## src/rtl/dma_pkg.sv

```systemverilog
package dma_pkg;

  typedef enum logic [2:0] {
    ST_IDLE  = 3'd0,
    ST_LOAD  = 3'd1,
    ST_CALC  = 3'd2,
    ST_BURST = 3'd3,
    ST_NEXT  = 3'd4,
    ST_DONE  = 3'd5,
    ST_ERR   = 3'd6
  } dma_state_e;

  localparam logic [2:0] OFS_CMD  = 3'd0;
  localparam logic [2:0] OFS_STAT = 3'd1;
  localparam logic [2:0] OFS_TMO  = 3'd2;
  localparam logic [2:0] OFS_DSEL = 3'd3;
  localparam logic [2:0] OFS_DADR = 3'd4;
  localparam logic [2:0] OFS_DLEN = 3'd5;
  localparam logic [2:0] OFS_DCTL = 3'd6;

  localparam int FLD_IDX_LSB = 4;

endpackage

```

## src/rtl/dma_regs.sv

```systemverilog
module dma_regs
  import dma_pkg::*;
#(
  parameter int ADDR_W   = 32,
  parameter int LEN_W    = 16,
  parameter int NUM_DESC = 8,
  parameter int TMO_W    = 16,
  localparam int IDX_W   = $clog2(NUM_DESC)
) (
  input  logic              clk,
  input  logic              rst_n,
  input  logic              reg_we,
  input  logic [2:0]        reg_addr,
  input  logic [31:0]       reg_wdata,
  output logic [31:0]       reg_rdata,
  input  logic              busy,
  input  logic              set_done,
  input  logic              set_err,
  output logic              start,
  output logic [IDX_W-1:0]  start_idx,
  output logic [TMO_W-1:0]  tmo_lim,
  input  logic [IDX_W-1:0]  rd_idx,
  output logic [ADDR_W-1:0] rd_addr,
  output logic [LEN_W-1:0]  rd_len,
  output logic              rd_dir,
  output logic [IDX_W-1:0]  rd_next,
  output logic              irq
);

  logic [ADDR_W-1:0] tbl_addr [NUM_DESC];
  logic [LEN_W-1:0]  tbl_len  [NUM_DESC];
  logic              tbl_dir  [NUM_DESC];
  logic [IDX_W-1:0]  tbl_next [NUM_DESC];

  logic [IDX_W-1:0] sel_q;
  logic [TMO_W-1:0] tmo_q;
  logic done_q, err_q, ovr_q;
  logic done_n, err_n, ovr_n;
  logic wr_cmd, wr_stat, wr_tmo, wr_sel, go_bit;
  logic unused_wdata;

  assign unused_wdata = ^reg_wdata;

  assign wr_cmd  = reg_we && (reg_addr == OFS_CMD);
  assign wr_stat = reg_we && (reg_addr == OFS_STAT);
  assign wr_tmo  = reg_we && (reg_addr == OFS_TMO);
  assign wr_sel  = reg_we && (reg_addr == OFS_DSEL);
  assign go_bit  = wr_cmd && reg_wdata[0];

  assign start     = go_bit && !busy;
  assign start_idx = reg_wdata[FLD_IDX_LSB +: IDX_W];
  assign tmo_lim   = tmo_q;
  assign irq       = done_q | err_q;

  always_comb begin
    done_n = done_q;
    err_n  = err_q;
    ovr_n  = ovr_q;
    if (wr_stat) begin
      if (reg_wdata[1]) done_n = 1'b0;
      if (reg_wdata[2]) err_n  = 1'b0;
      if (reg_wdata[3]) ovr_n  = 1'b0;
    end
    if (set_done)      done_n = 1'b1;
    if (set_err)       err_n  = 1'b1;
    if (go_bit && busy) ovr_n = 1'b1;
  end

  always_ff @(posedge clk or negedge rst_n) begin
    if (!rst_n) begin
      done_q <= 1'b0;
      err_q  <= 1'b0;
      ovr_q  <= 1'b0;
      sel_q  <= '0;
      tmo_q  <= '0;
    end else begin
      done_q <= done_n;
      err_q  <= err_n;
      ovr_q  <= ovr_n;
      if (wr_sel) sel_q <= reg_wdata[IDX_W-1:0];
      if (wr_tmo) tmo_q <= reg_wdata[TMO_W-1:0];
    end
  end

  // descriptor storage: write-enabled, no reset
  for (genvar g = 0; g < NUM_DESC; g++) begin : g_entry
    logic hit;
    assign hit = reg_we && (sel_q == IDX_W'(g));
    always_ff @(posedge clk) begin
      if (hit && reg_addr == OFS_DADR) tbl_addr[g] <= reg_wdata[ADDR_W-1:0];
      if (hit && reg_addr == OFS_DLEN) tbl_len[g]  <= reg_wdata[LEN_W-1:0];
      if (hit && reg_addr == OFS_DCTL) begin
        tbl_dir[g]  <= reg_wdata[0];
        tbl_next[g] <= reg_wdata[FLD_IDX_LSB +: IDX_W];
      end
    end
  end

  assign rd_addr = tbl_addr[rd_idx];
  assign rd_len  = tbl_len[rd_idx];
  assign rd_dir  = tbl_dir[rd_idx];
  assign rd_next = tbl_next[rd_idx];

  always_comb begin
    unique case (reg_addr)
      OFS_STAT: reg_rdata = {28'd0, ovr_q, err_q, done_q, busy};
      OFS_TMO:  reg_rdata = 32'(tmo_q);
      OFS_DSEL: reg_rdata = 32'(sel_q);
      OFS_DADR: reg_rdata = 32'(tbl_addr[sel_q]);
      OFS_DLEN: reg_rdata = 32'(tbl_len[sel_q]);
      OFS_DCTL: reg_rdata = 32'(tbl_next[sel_q]) << FLD_IDX_LSB | 32'(tbl_dir[sel_q]);
      default:  reg_rdata = 32'd0;
    endcase
  end

endmodule

```

## src/rtl/dma_chunk_calc.sv

```systemverilog
module dma_chunk_calc #(
  parameter int ADDR_W     = 32,
  parameter int LEN_W      = 16,
  parameter int PAGE_BYTES = 4096,
  parameter int WORD_BYTES = 4
) (
  input  logic [ADDR_W-1:0] addr,
  input  logic [LEN_W-1:0]  remain,
  output logic [LEN_W-1:0]  chunk
);

  localparam int PG_SH      = $clog2(PAGE_BYTES);
  localparam int WB_SH      = $clog2(WORD_BYTES);
  localparam int PAGE_WORDS = PAGE_BYTES / WORD_BYTES;

  logic [PG_SH-WB_SH-1:0] ofs_words;
  logic [LEN_W:0]         room;
  logic                   unused_addr;

  assign unused_addr = ^{addr[ADDR_W-1:PG_SH], addr[WB_SH-1:0]};
  assign ofs_words   = addr[PG_SH-1:WB_SH];
  assign room        = (LEN_W+1)'(PAGE_WORDS) - (LEN_W+1)'(ofs_words);
  assign chunk       = ({1'b0, remain} < room) ? remain : room[LEN_W-1:0];

endmodule

```

## src/rtl/dma_seq.sv

```systemverilog
module dma_seq
  import dma_pkg::*;
#(
  parameter int ADDR_W     = 32,
  parameter int DATA_W     = 32,
  parameter int LEN_W      = 16,
  parameter int IDX_W      = 3,
  parameter int TMO_W      = 16,
  parameter int WORD_BYTES = 4
) (
  input  logic              clk,
  input  logic              rst_n,
  input  logic              start,
  input  logic [IDX_W-1:0]  start_idx,
  input  logic [TMO_W-1:0]  tmo_lim,
  output logic [IDX_W-1:0]  rd_idx,
  input  logic [ADDR_W-1:0] rd_addr,
  input  logic [LEN_W-1:0]  rd_len,
  input  logic              rd_dir,
  input  logic [IDX_W-1:0]  rd_next,
  output logic [ADDR_W-1:0] cur_addr,
  output logic [LEN_W-1:0]  cur_rem,
  input  logic [LEN_W-1:0]  chunk_in,
  output logic              mem_req,
  output logic              mem_we,
  output logic [ADDR_W-1:0] mem_addr,
  output logic [DATA_W-1:0] mem_wdata,
  output logic              mem_last,
  input  logic              mem_ack,
  input  logic [DATA_W-1:0] mem_rdata,
  input  logic              dev_in_valid,
  input  logic [DATA_W-1:0] dev_in_data,
  output logic              dev_in_ready,
  output logic              dev_out_valid,
  output logic [DATA_W-1:0] dev_out_data,
  input  logic              dev_out_ready,
  output logic              busy,
  output logic              set_done,
  output logic              set_err
);

  localparam int WB_SH = $clog2(WORD_BYTES);
  localparam logic [IDX_W-1:0] IDX_END = '1;

  dma_state_e        state_q, state_n;
  logic [IDX_W-1:0]  idx_q, idx_n, nxt_q, nxt_n;
  logic [ADDR_W-1:0] addr_q, addr_n;
  logic [LEN_W-1:0]  rem_q, rem_n, left_q, left_n;
  logic [TMO_W-1:0]  wait_q, wait_n;
  logic              dir_q, dir_n, hold_v_q, hold_v_n;
  logic [DATA_W-1:0] hold_d_q;
  logic              in_burst, have_beat, beat, hold_ld, tmo_hit;

  assign in_burst  = (state_q == ST_BURST);
  assign have_beat = (left_q != '0);
  assign mem_req   = in_burst && have_beat && (dir_q ? !hold_v_q : dev_in_valid);
  assign beat      = mem_req && mem_ack;
  assign hold_ld   = beat && dir_q;
  assign tmo_hit   = mem_req && !mem_ack && (tmo_lim != '0) &&
                     (wait_q == tmo_lim - 1'b1);

  assign mem_we        = !dir_q;
  assign mem_addr      = addr_q;
  assign mem_wdata     = dev_in_data;
  assign mem_last      = mem_req && (left_q == LEN_W'(1));
  assign dev_in_ready  = in_burst && !dir_q && have_beat && mem_ack;
  assign dev_out_valid = hold_v_q;
  assign dev_out_data  = hold_d_q;
  assign busy          = (state_q != ST_IDLE);
  assign set_done      = (state_q == ST_DONE);
  assign set_err       = (state_q == ST_ERR);
  assign rd_idx        = idx_q;
  assign cur_addr      = addr_q;
  assign cur_rem       = rem_q;

  always_comb begin
    state_n  = state_q;
    idx_n    = idx_q;
    nxt_n    = nxt_q;
    addr_n   = addr_q;
    rem_n    = rem_q;
    left_n   = left_q;
    wait_n   = wait_q;
    dir_n    = dir_q;
    hold_v_n = hold_v_q;
    unique case (state_q)
      ST_IDLE: begin
        if (start) begin
          idx_n   = start_idx;
          state_n = ST_LOAD;
        end
      end
      ST_LOAD: begin
        addr_n  = {rd_addr[ADDR_W-1:WB_SH], {WB_SH{1'b0}}};
        rem_n   = rd_len;
        dir_n   = rd_dir;
        nxt_n   = rd_next;
        state_n = (rd_len == '0) ? ST_ERR : ST_CALC;
      end
      ST_CALC: begin
        left_n  = chunk_in;
        wait_n  = '0;
        state_n = ST_BURST;
      end
      ST_BURST: begin
        if (beat) begin
          addr_n = addr_q + ADDR_W'(WORD_BYTES);
          rem_n  = rem_q - 1'b1;
          left_n = left_q - 1'b1;
          wait_n = '0;
          if (dir_q) hold_v_n = 1'b1;
        end else if (tmo_hit) begin
          state_n = ST_ERR;
        end else if (mem_req) begin
          wait_n = wait_q + 1'b1;
        end else begin
          wait_n = '0;
        end
        if (hold_v_q && dev_out_ready) hold_v_n = 1'b0;
        if (!have_beat && !hold_v_q) state_n = ST_NEXT;
      end
      ST_NEXT: begin
        if (rem_q != '0) begin
          state_n = ST_CALC;
        end else if (nxt_q == IDX_END) begin
          state_n = ST_DONE;
        end else begin
          idx_n   = nxt_q;
          state_n = ST_LOAD;
        end
      end
      ST_DONE: state_n = ST_IDLE;
      ST_ERR: begin
        hold_v_n = 1'b0;
        state_n  = ST_IDLE;
      end
      default: state_n = ST_IDLE;
    endcase
  end

  always_ff @(posedge clk or negedge rst_n) begin
    if (!rst_n) begin
      state_q  <= ST_IDLE;
      idx_q    <= '0;
      nxt_q    <= '0;
      addr_q   <= '0;
      rem_q    <= '0;
      left_q   <= '0;
      wait_q   <= '0;
      dir_q    <= 1'b0;
      hold_v_q <= 1'b0;
    end else begin
      state_q  <= state_n;
      idx_q    <= idx_n;
      nxt_q    <= nxt_n;
      addr_q   <= addr_n;
      rem_q    <= rem_n;
      left_q   <= left_n;
      wait_q   <= wait_n;
      dir_q    <= dir_n;
      hold_v_q <= hold_v_n;
    end
  end

  always_ff @(posedge clk) begin
    if (hold_ld) hold_d_q <= mem_rdata;
  end

endmodule

```

## src/rtl/dma_chain_engine.sv

```systemverilog
module dma_chain_engine
  import dma_pkg::*;
#(
  parameter int ADDR_W     = 32,
  parameter int DATA_W     = 32,
  parameter int LEN_W      = 16,
  parameter int PAGE_BYTES = 4096,
  parameter int NUM_DESC   = 8,
  parameter int TMO_W      = 16
) (
  input  logic              clk,
  input  logic              rst_n,
  input  logic              reg_we,
  input  logic [2:0]        reg_addr,
  input  logic [31:0]       reg_wdata,
  output logic [31:0]       reg_rdata,
  output logic              mem_req,
  output logic              mem_we,
  output logic [ADDR_W-1:0] mem_addr,
  output logic [DATA_W-1:0] mem_wdata,
  output logic              mem_last,
  input  logic              mem_ack,
  input  logic [DATA_W-1:0] mem_rdata,
  input  logic              dev_in_valid,
  input  logic [DATA_W-1:0] dev_in_data,
  output logic              dev_in_ready,
  output logic              dev_out_valid,
  output logic [DATA_W-1:0] dev_out_data,
  input  logic              dev_out_ready,
  output logic              irq
);

  localparam int WORD_BYTES = DATA_W / 8;
  localparam int IDX_W      = $clog2(NUM_DESC);

  logic              seq_busy, seq_done, seq_err, go;
  logic [IDX_W-1:0]  go_idx, tbl_idx, tbl_next;
  logic [TMO_W-1:0]  tmo_lim;
  logic [ADDR_W-1:0] tbl_addr, walk_addr;
  logic [LEN_W-1:0]  tbl_len, walk_rem, chunk;
  logic              tbl_dir;

  dma_regs #(
    .ADDR_W(ADDR_W), .LEN_W(LEN_W), .NUM_DESC(NUM_DESC), .TMO_W(TMO_W)
  ) u_regs (
    .clk(clk), .rst_n(rst_n),
    .reg_we(reg_we), .reg_addr(reg_addr), .reg_wdata(reg_wdata), .reg_rdata(reg_rdata),
    .busy(seq_busy), .set_done(seq_done), .set_err(seq_err),
    .start(go), .start_idx(go_idx), .tmo_lim(tmo_lim),
    .rd_idx(tbl_idx), .rd_addr(tbl_addr), .rd_len(tbl_len),
    .rd_dir(tbl_dir), .rd_next(tbl_next), .irq(irq)
  );

  dma_chunk_calc #(
    .ADDR_W(ADDR_W), .LEN_W(LEN_W), .PAGE_BYTES(PAGE_BYTES), .WORD_BYTES(WORD_BYTES)
  ) u_chunk (
    .addr(walk_addr), .remain(walk_rem), .chunk(chunk)
  );

  dma_seq #(
    .ADDR_W(ADDR_W), .DATA_W(DATA_W), .LEN_W(LEN_W), .IDX_W(IDX_W),
    .TMO_W(TMO_W), .WORD_BYTES(WORD_BYTES)
  ) u_seq (
    .clk(clk), .rst_n(rst_n),
    .start(go), .start_idx(go_idx), .tmo_lim(tmo_lim),
    .rd_idx(tbl_idx), .rd_addr(tbl_addr), .rd_len(tbl_len),
    .rd_dir(tbl_dir), .rd_next(tbl_next),
    .cur_addr(walk_addr), .cur_rem(walk_rem), .chunk_in(chunk),
    .mem_req(mem_req), .mem_we(mem_we), .mem_addr(mem_addr), .mem_wdata(mem_wdata),
    .mem_last(mem_last), .mem_ack(mem_ack), .mem_rdata(mem_rdata),
    .dev_in_valid(dev_in_valid), .dev_in_data(dev_in_data), .dev_in_ready(dev_in_ready),
    .dev_out_valid(dev_out_valid), .dev_out_data(dev_out_data), .dev_out_ready(dev_out_ready),
    .busy(seq_busy), .set_done(seq_done), .set_err(seq_err)
  );

endmodule

```

## config.mk

```make
export PLATFORM = sky130hd
export DESIGN_NAME = dma_chain_engine
export DESIGN_NICKNAME = d
export VERILOG_FILES = /design/src/rtl/dma_pkg.sv /design/src/rtl/dma_regs.sv /design/src/rtl/dma_chunk_calc.sv /design/src/rtl/dma_seq.sv /design/src/rtl/dma_chain_engine.sv
export SDC_FILE = /design/constraint.sdc
export NUM_CORES = 1
export LEC_CHECK = 0
export ABC_AREA = 1
export ABC_CLOCK_PERIOD_IN_PS = 4100
export BUFFER_PORTS_ARGS = -buffer_cell sky130_fd_sc_hd__buf_2
export CORE_MARGIN = 4
export CORE_UTILIZATION = 34
export CTS_CLUSTER_DIAMETER = 100
export DETAILED_ROUTE_END_ITERATION = 6
export GPL_TIMING_DRIVEN = 0
export PLACE_DENSITY = 0.48
export SYNTH_ARGS = -nofsm -noshare
export SYNTH_HDL_FRONTEND = slang
export SYNTH_HIERARCHICAL = 1
export SYNTH_SLANG_ARGS = --single-unit
export TNS_END_PERCENT = 50
```

## constraint.sdc

```tcl
create_clock -name clk -period 4.1 [get_ports clk]
set_input_delay 0.205 -clock clk [delete_from_list [all_inputs] [get_ports clk]]
set_output_delay 0.205 -clock clk [all_outputs]
set_load 0.03 [all_outputs]
```

==> results.sh <==
export IMPL_status="finished clean"
export IMPL_clock_sinks=559
export IMPL_finalCritPeriodShare=0.9389
export IMPL_drc=0
export IMPL_criticalPathCategory="register to output port"
export IMPL_drt_met1_wl_mm=51.90
export IMPL_synthToLayoutAreaGrowth_pct=19.22
export IMPL_worstPathArrival_ns=3.64
export IMPL_num_nets_final=3838
export IMPL_via_per_inst=5.434
export IMPL_numPortBuffers=203
export IMPL_power_density_mw_per_mm2=695.4
export IMPL_cts_resized=0
export IMPL_avgSynthCellArea_um2=8.813
export IMPL_die_x_um=303.5
export IMPL_totalWireLength_mm=128.6
export IMPL_fin_area_mm2=0.03539
export IMPL_hpwl_mm=89.53
export IMPL_dr_wl_met2_mm=57.20
export IMPL_r2r_slack_ns=0.40
export IMPL_irDropWorstVdd_uv=502.3
export IMPL_netlist_area_mm2=0.02968
export IMPL_die_h_um=303.5
export IMPL_grt_max_degree=82
export IMPL_ys_warn_count=6
export IMPL_final_util=0.4079
export IMPL_drv_slew=0
export IMPL_path_clk_slew_ns=0.06
export IMPL_wl_met3_mm=13.76
export IMPL_drive_gt1_frac=0.1597
export IMPL_initial_core_util=0.3422
export IMPL_dr_first_iter_drc_count=3368
export IMPL_power_leakage_nw=14.35
export IMPL_setup_slack_ns=0.2504
export IMPL_rows=108
export IMPL_numCtsBuffers=68
export IMPL_startpoint_type="register"
export IMPL_worst_pin_slew_ns=1.390
export IMPL_hold_viol=0
export IMPL_grt_pass1_wl_mm=179.6
export IMPL_dr_pass1_iters=6
export IMPL_synth_cells=3368
export IMPL_dp_slack_ns=0.5065
export IMPL_htree_levels=3
export IMPL_routed_top_layer="met4"
export IMPL_startpoint="u_regs/sel_q[2]"
export IMPL_overflow=0
export IMPL_core_mm2=0.08675
export IMPL_post_dp_cell_area_mm2=0.03263
export IMPL_cts_tree="yes"
export IMPL_place_congestion=0.9498
export IMPL_p_total_mw=24.61
export IMPL_rsz0062_at_grt="no"
export IMPL_max_freq_mhz=259.8
export IMPL_cts_path_max_buffers=3
export IMPL_path_max_fanout=10
export IMPL_min_period_ns=3.850
export IMPL_ioPinCount=239
export IMPL_grt_usage=0.2730
export IMPL_maxCapViolations=0
export IMPL_skew_ns=0.03551
export IMPL_ant_nets=0
export IMPL_endpoint_kind="output port"
export IMPL_max_slew_margin=0.07359
export IMPL_min_path_type="input pin to register"
export IMPL_clock_latency_ns=0.63
export IMPL_dieArea_mm2=0.09210
export IMPL_setup_violations=0
export IMPL_antenna_found_initial=5
export IMPL_crit_path_end="reg_rdata[1]"
export IMPL_nFillCells=8733
export IMPL_grt_pass1_vias=24964
export IMPL_rr_endpoint="u_seq/state_q[2]"
export IMPL_wl_per_cell_um=26.12
export IMPL_ff2ff_path_depth=12
export IMPL_cts_root_buf="clkbuf_16"
export IMPL_num_vias=26763
export IMPL_crit_required_ns=3.89
export IMPL_worstReg2RegStart="u_seq/rd_idx[1]"
layer usage:
metal / GRT usage / vias up
li1: - / 12055
met1: 0.3675 / 12903
met2: 0.4243 / 1516
met3: 0.06271 / 289
met4: 0.1161 / 0
met5: 0 / -
through the flow:
| stage | std cells | hold slack (ns) | TNS, ns |
|---|---|---|---|
| after detailed placement | 4748 | 0.1277 | 0 |
| after floorplan | 3373 | -0.09059 | 0 |
| after global routing | 4924 | 0.02615 | 0 |
| final | 4925 | 0.03488 | 0 |
| after CTS | 4924 | 0.007747 | 0 |
| after global placement | 4731 | 0.3814 | -322.32 |
cell type report:
type	count	area, um^2	share of cell area
timing repair buffer	273	1931	0.05455
buffer	258	1428	0.04034
sequential	559	16230	0.4586
inverter	292	1099	0.03104
antenna	1	2.502	0.00007071
clock buffer	87	1857	0.05247
clock inverter	36	371.6	0.01050
tap	1155	1445	0.04084
multi-input combinational	2264	11030	0.3116
placed cells by master (no fill, tap or decap), types with 10 or more instances in the layout:
cell	n
nand2_1	765
edfxtp_1	448
o21ai_0	375
nor2_1	342
buf_2	284
inv_1	281
nand3_1	202
a21oi_1	183
dfrtp_1	111
clkbuf_1	91
buf_4	80
clkbuf_16	71
dlygate4sd3_1	53
o22ai_1	41
nand4_1	37
xor2_1	37
o21ai_1	24
nand2_2	22
nor3_1	21
nor2_2	18
ha_1	17
o21a_1	16
o211ai_1	15
clkinv_2	14
o21ai_2	14
xnor2_1	12
nor2_4	12
mux2_4	12
clkinv_1	11
a211oi_1	11
o2111ai_1	11
inv_2	10
nor4_1	10
state kept, by name, summed over array words and instances (netlist names):
register	count
u_regs/done_q	1
u_regs/err_q	1
u_regs/ovr_q	1
u_regs/sel_q	3
u_regs/tbl_addr	256
u_regs/tbl_dir	8
u_regs/tbl_len	128
u_regs/tbl_next	24
u_regs/tmo_lim	16
u_seq/cur_addr	30
u_seq/cur_rem	16
u_seq/dev_out_data	32
u_seq/dev_out_valid	1
u_seq/dir_q	1
u_seq/left_q	16
u_seq/nxt_q	3
u_seq/rd_idx	3
u_seq/state_q	3
u_seq/wait_q	16
worst max-delay path, cell delays in order (launching register included):
cell	delay [ns]
dfrtp_1	0.31
buf_2	0.20
buf_2	0.48
clkbuf_1	0.89
nand3_1	0.40
nand3_1	0.24
nand3_1	0.24
buf_2	0.26
power breakdown:
part,internal (mW),switching (mW)
combinational,2.88,8.32
clock,3.65,2.51
sequential,6.62,0.624
total,13.2,11.5
repair_timing:
action / 4_1_cts / 5_1_grt
endpoints found under the hold margin: 289 / 0
buffers inserted: 0 / 0
hold buffers: 53 / 0
setup endpoints to repair: 0 / 0
how the worst min path moves through the flow:
stage                              from  cells after the start                      to
final                     reg_wdata[10]                      1   u_regs/tbl_len[4][10]
after global routing       reg_wdata[2]                      1    u_regs/tbl_len[5][2]
after CTS                  reg_wdata[2]                      1    u_regs/tbl_len[4][2]
after detailed placement          rst_n                      1      u_seq/cur_addr[30]
after global placement    mem_rdata[28]                      1  u_seq/dev_out_data[28]
after floorplan                   rst_n                      0           u_regs/done_q
Power figures use the tool's default switching activity.
